[src/rtl/fetch_strobe_pkg.sv]
package fetch_strobe_pkg;

    // Position of the sequencer inside one machine cycle.
    typedef enum logic [2:0] {
        ST_LEAD,
        ST_PULSE_A,
        ST_MID,
        ST_PULSE_B,
        ST_TAIL
    } strobe_state_e;

endpackage

[src/rtl/mc_phase_ctr.sv]
module mc_phase_ctr #(
    parameter int CYC_LEN = 12,
    localparam int PH_W = $clog2(CYC_LEN)
) (
    input  logic            clk,
    input  logic            rst,
    output logic [PH_W-1:0] phase,
    output logic            wrap
);
    localparam logic [PH_W-1:0] LAST = PH_W'(CYC_LEN - 1);

    always_ff @(posedge clk) begin
        if (rst)               phase <= '0;
        else if (phase == LAST) phase <= '0;
        else                   phase <= phase + 1'b1;
    end

    // High in the final phase: the next edge opens a new machine cycle.
    assign wrap = (phase == LAST);
endmodule

[src/rtl/cycle_plan.sv]
module cycle_plan #(
    parameter int ADDR_W       = 16,
    parameter int ONCHIP_LIMIT = 'h2000
) (
    input  logic              clk,
    input  logic              rst,
    input  logic              wrap,
    input  logic              code_strap,
    input  logic              lock_prog,
    input  logic [ADDR_W-1:0] pc_addr,
    input  logic              dmem_cycle,
    output logic              cyc_ext,
    output logic              cyc_data
);
    localparam logic [ADDR_W:0] LIMIT = (ADDR_W+1)'(ONCHIP_LIMIT);

    logic held_strap;
    logic eff_strap;
    logic above_chip;

    // The strap is captured on every clock that reset is held.
    always_ff @(posedge clk) begin
        if (rst) held_strap <= code_strap;
    end

    assign eff_strap  = lock_prog ? held_strap : code_strap;
    assign above_chip = ({1'b0, pc_addr} >= LIMIT);

    // The decision for a whole machine cycle is taken at its opening edge.
    always_ff @(posedge clk) begin
        if (rst) begin
            cyc_ext  <= 1'b0;
            cyc_data <= 1'b0;
        end else if (wrap) begin
            cyc_ext  <= !eff_strap || above_chip;
            cyc_data <= dmem_cycle;
        end
    end
endmodule

[src/rtl/strobe_fsm.sv]
module strobe_fsm
    import fetch_strobe_pkg::*;
#(
    parameter int CYC_LEN      = 12,
    parameter int FIRST_START  = 3,
    parameter int SECOND_START = 9,
    parameter int PULSE_LEN    = 3,
    localparam int PH_W = $clog2(CYC_LEN)
) (
    input  logic            clk,
    input  logic            rst,
    input  logic [PH_W-1:0] phase,
    input  logic            cyc_ext,
    input  logic            cyc_data,
    output logic            pse_n
);
    localparam logic [PH_W-1:0] A_PRE  = PH_W'(FIRST_START - 1);
    localparam logic [PH_W-1:0] A_LAST = PH_W'(FIRST_START + PULSE_LEN - 1);
    localparam logic [PH_W-1:0] B_PRE  = PH_W'(SECOND_START - 1);
    localparam logic [PH_W-1:0] B_LAST = PH_W'(SECOND_START + PULSE_LEN - 1);
    localparam logic [PH_W-1:0] C_LAST = PH_W'(CYC_LEN - 1);

    strobe_state_e state, state_nxt;

    always_ff @(posedge clk) begin
        if (rst) state <= ST_LEAD;
        else     state <= state_nxt;
    end

    always_comb begin
        state_nxt = state;
        unique case (state)
            ST_LEAD:    if (phase == A_PRE)  state_nxt = ST_PULSE_A;
            ST_PULSE_A: if (phase == A_LAST) state_nxt = ST_MID;
            ST_MID:     if (phase == B_PRE)  state_nxt = ST_PULSE_B;
            ST_PULSE_B: begin
                if (phase == C_LAST)      state_nxt = ST_LEAD;
                else if (phase == B_LAST) state_nxt = ST_TAIL;
            end
            ST_TAIL:    if (phase == C_LAST) state_nxt = ST_LEAD;
            default:    state_nxt = ST_LEAD;
        endcase
    end

    // The strobe is driven from registered state only, so it cannot glitch on inputs.
    always_comb begin
        pse_n = 1'b1;
        if ((state == ST_PULSE_A || state == ST_PULSE_B) && cyc_ext && !cyc_data)
            pse_n = 1'b0;
    end
endmodule

[src/rtl/fetch_strobe_seq.sv]
module fetch_strobe_seq #(
    parameter int CYC_LEN      = 12,
    parameter int FIRST_START  = 3,
    parameter int SECOND_START = 9,
    parameter int PULSE_LEN    = 3,
    parameter int ADDR_W       = 16,
    parameter int ONCHIP_LIMIT = 'h2000,
    localparam int PH_W = $clog2(CYC_LEN)
) (
    input  logic              clk,
    input  logic              rst,
    input  logic              code_strap,
    input  logic              lock_prog,
    input  logic [ADDR_W-1:0] pc_addr,
    input  logic              dmem_cycle,
    output logic              pse_n,
    output logic              fetch_ext,
    output logic [PH_W-1:0]   phase
);
    logic wrap;
    logic cyc_ext;
    logic cyc_data;

    mc_phase_ctr #(.CYC_LEN(CYC_LEN)) i_phase (
        .clk   (clk),
        .rst   (rst),
        .phase (phase),
        .wrap  (wrap)
    );

    cycle_plan #(.ADDR_W(ADDR_W), .ONCHIP_LIMIT(ONCHIP_LIMIT)) i_plan (
        .clk        (clk),
        .rst        (rst),
        .wrap       (wrap),
        .code_strap (code_strap),
        .lock_prog  (lock_prog),
        .pc_addr    (pc_addr),
        .dmem_cycle (dmem_cycle),
        .cyc_ext    (cyc_ext),
        .cyc_data   (cyc_data)
    );

    strobe_fsm #(
        .CYC_LEN      (CYC_LEN),
        .FIRST_START  (FIRST_START),
        .SECOND_START (SECOND_START),
        .PULSE_LEN    (PULSE_LEN)
    ) i_fsm (
        .clk      (clk),
        .rst      (rst),
        .phase    (phase),
        .cyc_ext  (cyc_ext),
        .cyc_data (cyc_data),
        .pse_n    (pse_n)
    );

    assign fetch_ext = cyc_ext;
endmodule

[config.mk]
export PLATFORM = sky130hd
export DESIGN_NAME = fetch_strobe_seq
export DESIGN_NICKNAME = d
export VERILOG_FILES = /design/src/rtl/fetch_strobe_pkg.sv /design/src/rtl/mc_phase_ctr.sv /design/src/rtl/cycle_plan.sv /design/src/rtl/strobe_fsm.sv /design/src/rtl/fetch_strobe_seq.sv
export SDC_FILE = /design/constraint.sdc
export NUM_CORES = 1
export LEC_CHECK = 0
export BUFFER_PORTS_ARGS = -buffer_cell sky130_fd_sc_hd__buf_2
export CAP_MARGIN = 20
export CORE_MARGIN = 4
export CORE_UTILIZATION = 34
export DETAILED_ROUTE_END_ITERATION = 8
export PLACE_DENSITY_LB_ADDON = 0.1
export SYNTH_ARGS = -nofsm -noshare
export SYNTH_HDL_FRONTEND = slang
export SYNTH_HIERARCHICAL = 1
export SYNTH_SLANG_ARGS = --single-unit
[constraint.sdc]
create_clock -name clk -period 1.8 [get_ports clk]
set_input_delay 0.27 -clock clk [delete_from_list [all_inputs] [get_ports clk]]
set_output_delay 0.27 -clock clk [all_outputs]
set_load 0.005 [all_outputs]
---- Word level (Yosys, flattened, before mapping) ----
Cells that the tools add are included.
storage, ports and cells
  register bits after elaboration ......... 10
  input bits .............................. 21
  output and inout bits ................... 6
  word-level logic and storage cells ...... 36
operators by class
  add/subtract/negate cells ............... 1
  order comparisons ....................... 1
  eq/ne operators ......................... 12
  multiplexer cells ....................... 7
  reductions and logical operators ........ 10
operators by type and width
  operator                count
  $ge A16 B14 Y1 const B  1
  $mux W3                 4
  $pmux W3 S4             1
  $eq A4 B4 Y1 const B    2
  $ne A2 B1 Y1 const B    4
  $eq A3 B2 Y1 const B    2
  $add A4 B1 Y4 const B   1
  $eq A4 B2 Y1 const B    1
  $eq A4 B3 Y1 const B    1
  $reduce_and A4 Y1       1
  $reduce_or A2 Y1        2
  $eq A3 B1 Y1 const B    1
  $eq A3 B3 Y1 const B    1
  $logic_not A3 Y1        1
  $logic_and A1 B1 Y1     2
  $logic_not A1 Y1        2
  $logic_or A1 B1 Y1      2
  $mux W1                 2

---- Logic depth before layout (Yosys ltp) ----
  depth after elaboration ................. 5
  mapped depth ............................ 6
  gate-level depth less buffers ........... 6

---- Hierarchy ----
The synthesis kept the hierarchy.
by module, submodules not included
  module        instances  cells an instance  area an instance (µm²)  sequential area each (µm²)
  strobe_fsm    1          24                 220.2                   40.0
  mc_phase_ctr  1          16                 188.9                   80.1
  cycle_plan    1          9                  112.6                   70.1

---- Least setup slack after synthesis ----
Ideal clock, no wire load.
  kind .................................... flip-flop to flip-flop
  start point ............................. register i_phase.phase[0]
  end point ............................... register i_fsm.state[0]
  library setup time ...................... 0.072 ns
  arrival time ............................ 1.316 ns
  data required time ...................... 1.728 ns
  path slack .............................. 0.412 ns
  stages on the path, launching flop included .. 5
  path buffers ............................ 0
  period minus slack after synthesis ...... 1.388 ns
  cells stage by stage .................... dfxtp_1 or4b_1 a21oi_1 o22a_2 mux2i_1
between the ends
  longest elaborated chain between the ends .. 3
  elaborated cells on any way between the ends .. 9
  those cells by class .................... eq/ne (8); reduce/logical (1)
RTL lines
  item                                    RTL line            source
  from (decl)                             mc_phase_ctr.sv:7   output logic [PH_W-1:0] phase,
  from (signal assigned)                  mc_phase_ctr.sv:15  else phase <= phase + 1'b1;
  $eq A4 B3 Y1 (tied with other cells)    strobe_fsm.sv:34    ST_PULSE_A: if (phase == A_LAST) state_nxt = ST_MID;
  $ne A2 B1 Y1 (no source line)           n/a
  $reduce_and A4 Y1 (no source line) (*)  n/a
  to (signal assigned)                    strobe_fsm.sv:27    else state <= state_nxt;
  to (decl)                               strobe_fsm.sv:23    strobe_state_e state, state_nxt;
Every way passes the cells marked *; elsewhere a longest branch is shown, timed or not.
A chain may end at the register's enable or synchronous reset.

---- Final worst setup path ----
  start point ............................. register i_fsm.state[1]
  end point ............................... output pse_n
between the ends
  longest elaborated chain between the ends .. 5
  elaborated cells on any way between the ends .. 6
  those cells by class .................... eq/ne (2); mux (1); reduce/logical (3)
RTL lines
  item                                                 RTL line                source
  $eq A3 B1 Y1 / $eq A3 B2 Y1 (equally long branches)  strobe_fsm.sv:48        if ((state == ST_PULSE_A || state == ST_PULSE_B) && cyc_ext && !cyc_data)
  $logic_or A1 B1 Y1 (*)                               strobe_fsm.sv:48
  $logic_and A1 B1 Y1 (*) (2 in series)                strobe_fsm.sv:48
  $mux W1 (*)                                          strobe_fsm.sv:48
  to (decl)                                            fetch_strobe_seq.sv:16  output logic pse_n,
Marked as above.

==> flow_summary_export.csv <==
group,metric,value,unit
critical_path,cp-start-kind,"flop",
power,internal-power,399.1,uW
drt,antenna_left,0,
logic_synthesis,synth_seq_cells,9,
grt,grt_max_degree,13,
critical_path,slowest_stage,"or3b_2",
cts,root_buffer,"clkbuf_4",
cts,cts_made_buffers,3,
critical_path,path_buf_inv,2,
logic_synthesis,avgSynthCellArea,10.65,um^2
cts,cts_tree,"done",
drt,drtIter0Drc,7,
sta,setup_viol,0,
min_path,hp-class,"in -> reg",
logic_synthesis,synth_top_area_frac,0.3070,
power,leakage,0.2789,nW
critical_path,critical_path_depth,5,
drt,vias,436,
critical_path,ff2ff_setup_slack,0.28,ns
logic_synthesis,synth_cell_types,28,
critical_path,rr_worst_depth,4,
job,drv_cap,0,
placement,dp_hpwl,723.1,um
logic_synthesis,ys_seq_area_frac,0.3645,
power,p_per_area,856.4,nW/um^2
sta,fin_crit_sh,0.9639,
grt,grt_first_pass_wirelength,1807,um
sta,max_freq,0.5763,GHz
sta,relSlewSlack,0.8116,
logic_synthesis,syn_inst,49,
sta,fin_tns_setup,0,ns
cts,clk_latency,0.26,ns
final_layout,fin_util,0.4826,
drt,wl_per_cell,12.02,um
status,outcome,"finished clean",
grt,grt_pass1_vias,416,
logic_synthesis,ys.warnings.count,6,
critical_path,r2r_start,"i_phase/phase[1]$_SDFF_PP0_",
sta,hold_viol_final,0,
floorplan,die_w,47.18,um
sta,min_period,1.735,ns
critical_path,cp-endpoint,"pse_n",
final_layout,syn_to_final_growth,26.38,%
critical_path,cp_cell_sequence,"inv_1, ha_2, nor2_1, or3b_2, buf_2",
power,netSwitchingPower,165.6,uW
sta,skew,0.005059,ns
placement,place_congestion,0.6270,
cts,clockBufferDepth,2,
floorplan,ios,27,
logic_synthesis,synth_nets,75,
grt,gr-total-overflow,0,
critical_path,rr_endpoint,"i_fsm/state[1]$_SDFFE_PP0P_",
critical_path,crit_family,"simple AND/OR/NAND/NOR gates",
logic_synthesis,yosysTopAreaCell,"dfxtp_1",
final_layout,num-nets-final,96,
critical_path,cp_max_fo,4,
final_layout,drive_above_1_share,0.4058,
logic_synthesis,synth_edf_count,1,
floorplan,die_area,2225,um^2
floorplan,die_h,47.18,um
cts,htreeDepth,1,
floorplan,start_util,0.3819,
logic_synthesis,ys_async_sr_fraction,0,
critical_path,crit_start,"i_fsm/state[1]$_SDFFE_PP0P_",
power,seqPwrFrac,0.445,
cts,clk_pin_slew_worst_paths,0.06,ns
power,power,564.7,uW
final_layout,diodes,0,
floorplan,placementRows,13,
grt,antenna_found_initial,0,
drt,wirelength,1010,um
drt,dr.pass1.iters,4,
floorplan,coreArea,1366,um^2
logic_synthesis,synth_area,521.8,um^2
critical_path,crit_required,1.53,ns
power,irDropWorstVdd,0.4228,mV
drt,post_drt_via_cell_ratio,5.190,
power,p_comb_frac,0.277,
logic_synthesis,yosys_most_used_dff,"dfxtp_1",
sta,worst_slew_pin_slew,0.2822,ns
critical_path,max_stage_delay,0.43,ns
sta,rsz0062_at_grt,"false",
critical_path,path_class,"reg -> out",
placement,port_buffers,13,
logic_synthesis,synth.area.top_cells,"dfxtp_1 (31%), ha_1 (12%), mux2i_1 (5.8%)",
critical_path,setup.worst_path.end_class,"primary output",
power,power_frac_clock,0.278,
sta,slew_viol_final,0,
drt,drc,0,
grt,grt_use_total,0.1192,
power,swShare,0.2932,
cts,cts_sinks,9,
critical_path,cp.arrival,1.47,ns
worst min-delay path by stage:
stage,from,to,cells past startpoint
4_1_cts,code_strap,i_plan/held_strap$_DFFE_PP_,1
2_1_floorplan,rst,i_phase/phase[2]$_SDFF_PP0_,1
3_5_place_dp,code_strap,i_plan/held_strap$_DFFE_PP_,1
5_1_grt,code_strap,i_plan/held_strap$_DFFE_PP_,1
6_report,code_strap,i_plan/held_strap$_DFFE_PP_,1
3_3_place_gp,code_strap,i_plan/held_strap$_DFFE_PP_,1
metal layers:
layer	global-route usage	wire, um
met1	0.1429	504
met2	0.1816	411
met4	0.06630	10
met3	0.04598	84
met5	0	0
final cells by class:
cell class	instances	area, um^2
fillers	144	706.9
multi-input cells	38	326.6
flip-flops and latches	9	192.7
repair buffers	16	87.58
clock buffers	4	26.28
well taps	15	18.77
inverters	2	7.507
stage by stage:
step / cell area [um^2] / setup WS [ns] / hold slack (ns) / std cells
floorplan: 521.8 / 0.4119 / 0.3391 / 49
global placement: 613.1 / 0.3280 / 0.4612 / 78
detailed placement: 613.1 / 0.3199 / 0.4649 / 78
CTS: 639.4 / 0.02719 / 0.1862 / 82
global route: 659.4 / 0.007212 / 0.1897 / 84
finish: 659.4 / 0.06490 / 0.2012 / 84
cell usage after synthesis (all sizes together) (2+ instances only):
library cell,n
dfxtp,8
ha,5
nand2b,4
mux2i,3
nor2,3
a21oi,2
inv,2
nor3,2
or2b,2
or3b,2
flip-flops by register name (all words and copies together) (netlist names):
signal / cells
i_plan/cyc_data: 1
i_fsm/state: 2
i_phase/phase: 4
i_plan/cyc_ext: 1
i_plan/held_strap: 1
logic make-up after synthesis:
group	count (synthesis)	share of synthesized area
mux	4	0.07914
flops	9	0.3645
buf+inv	2	0.01439
simple gates	22	0.3070
compound gates	7	0.1151
fa+ha+maj	5	0.1199
what timing repair did:
action	4_1_cts	5_1_grt
hold buffers	0	0
resized for setup	0	3
setup buffers	0	2
endpoints found under the setup margin	0	1
cells in the final DEF, fill, tap and decap left out, types with 2 or more instances in the layout:
cell type  instances
buf_2             13
dfxtp_1            6
nand2b_1           4
ha_1               4
clkbuf_4           3
nor2_1             3
mux2i_1            3
buf_4              3
inv_1              2
a21oi_1            2
dfxtp_2            2
nor3_1             2
power by group through the flow:
stage | sequential, mW | combinational, mW | clock, mW
final | 0.251 | 0.157 | 0.157
after global routing | 0.255 | 0.178 | 0.180
after CTS | 0.248 | 0.141 | 0.167
after detailed placement | 0.253 | 0.141 | 0
after global placement | 0.252 | 0.139 | 0
after floorplan | 0.247 | 0.105 | 0
Note: power is estimated with default switching activity, not from simulation.
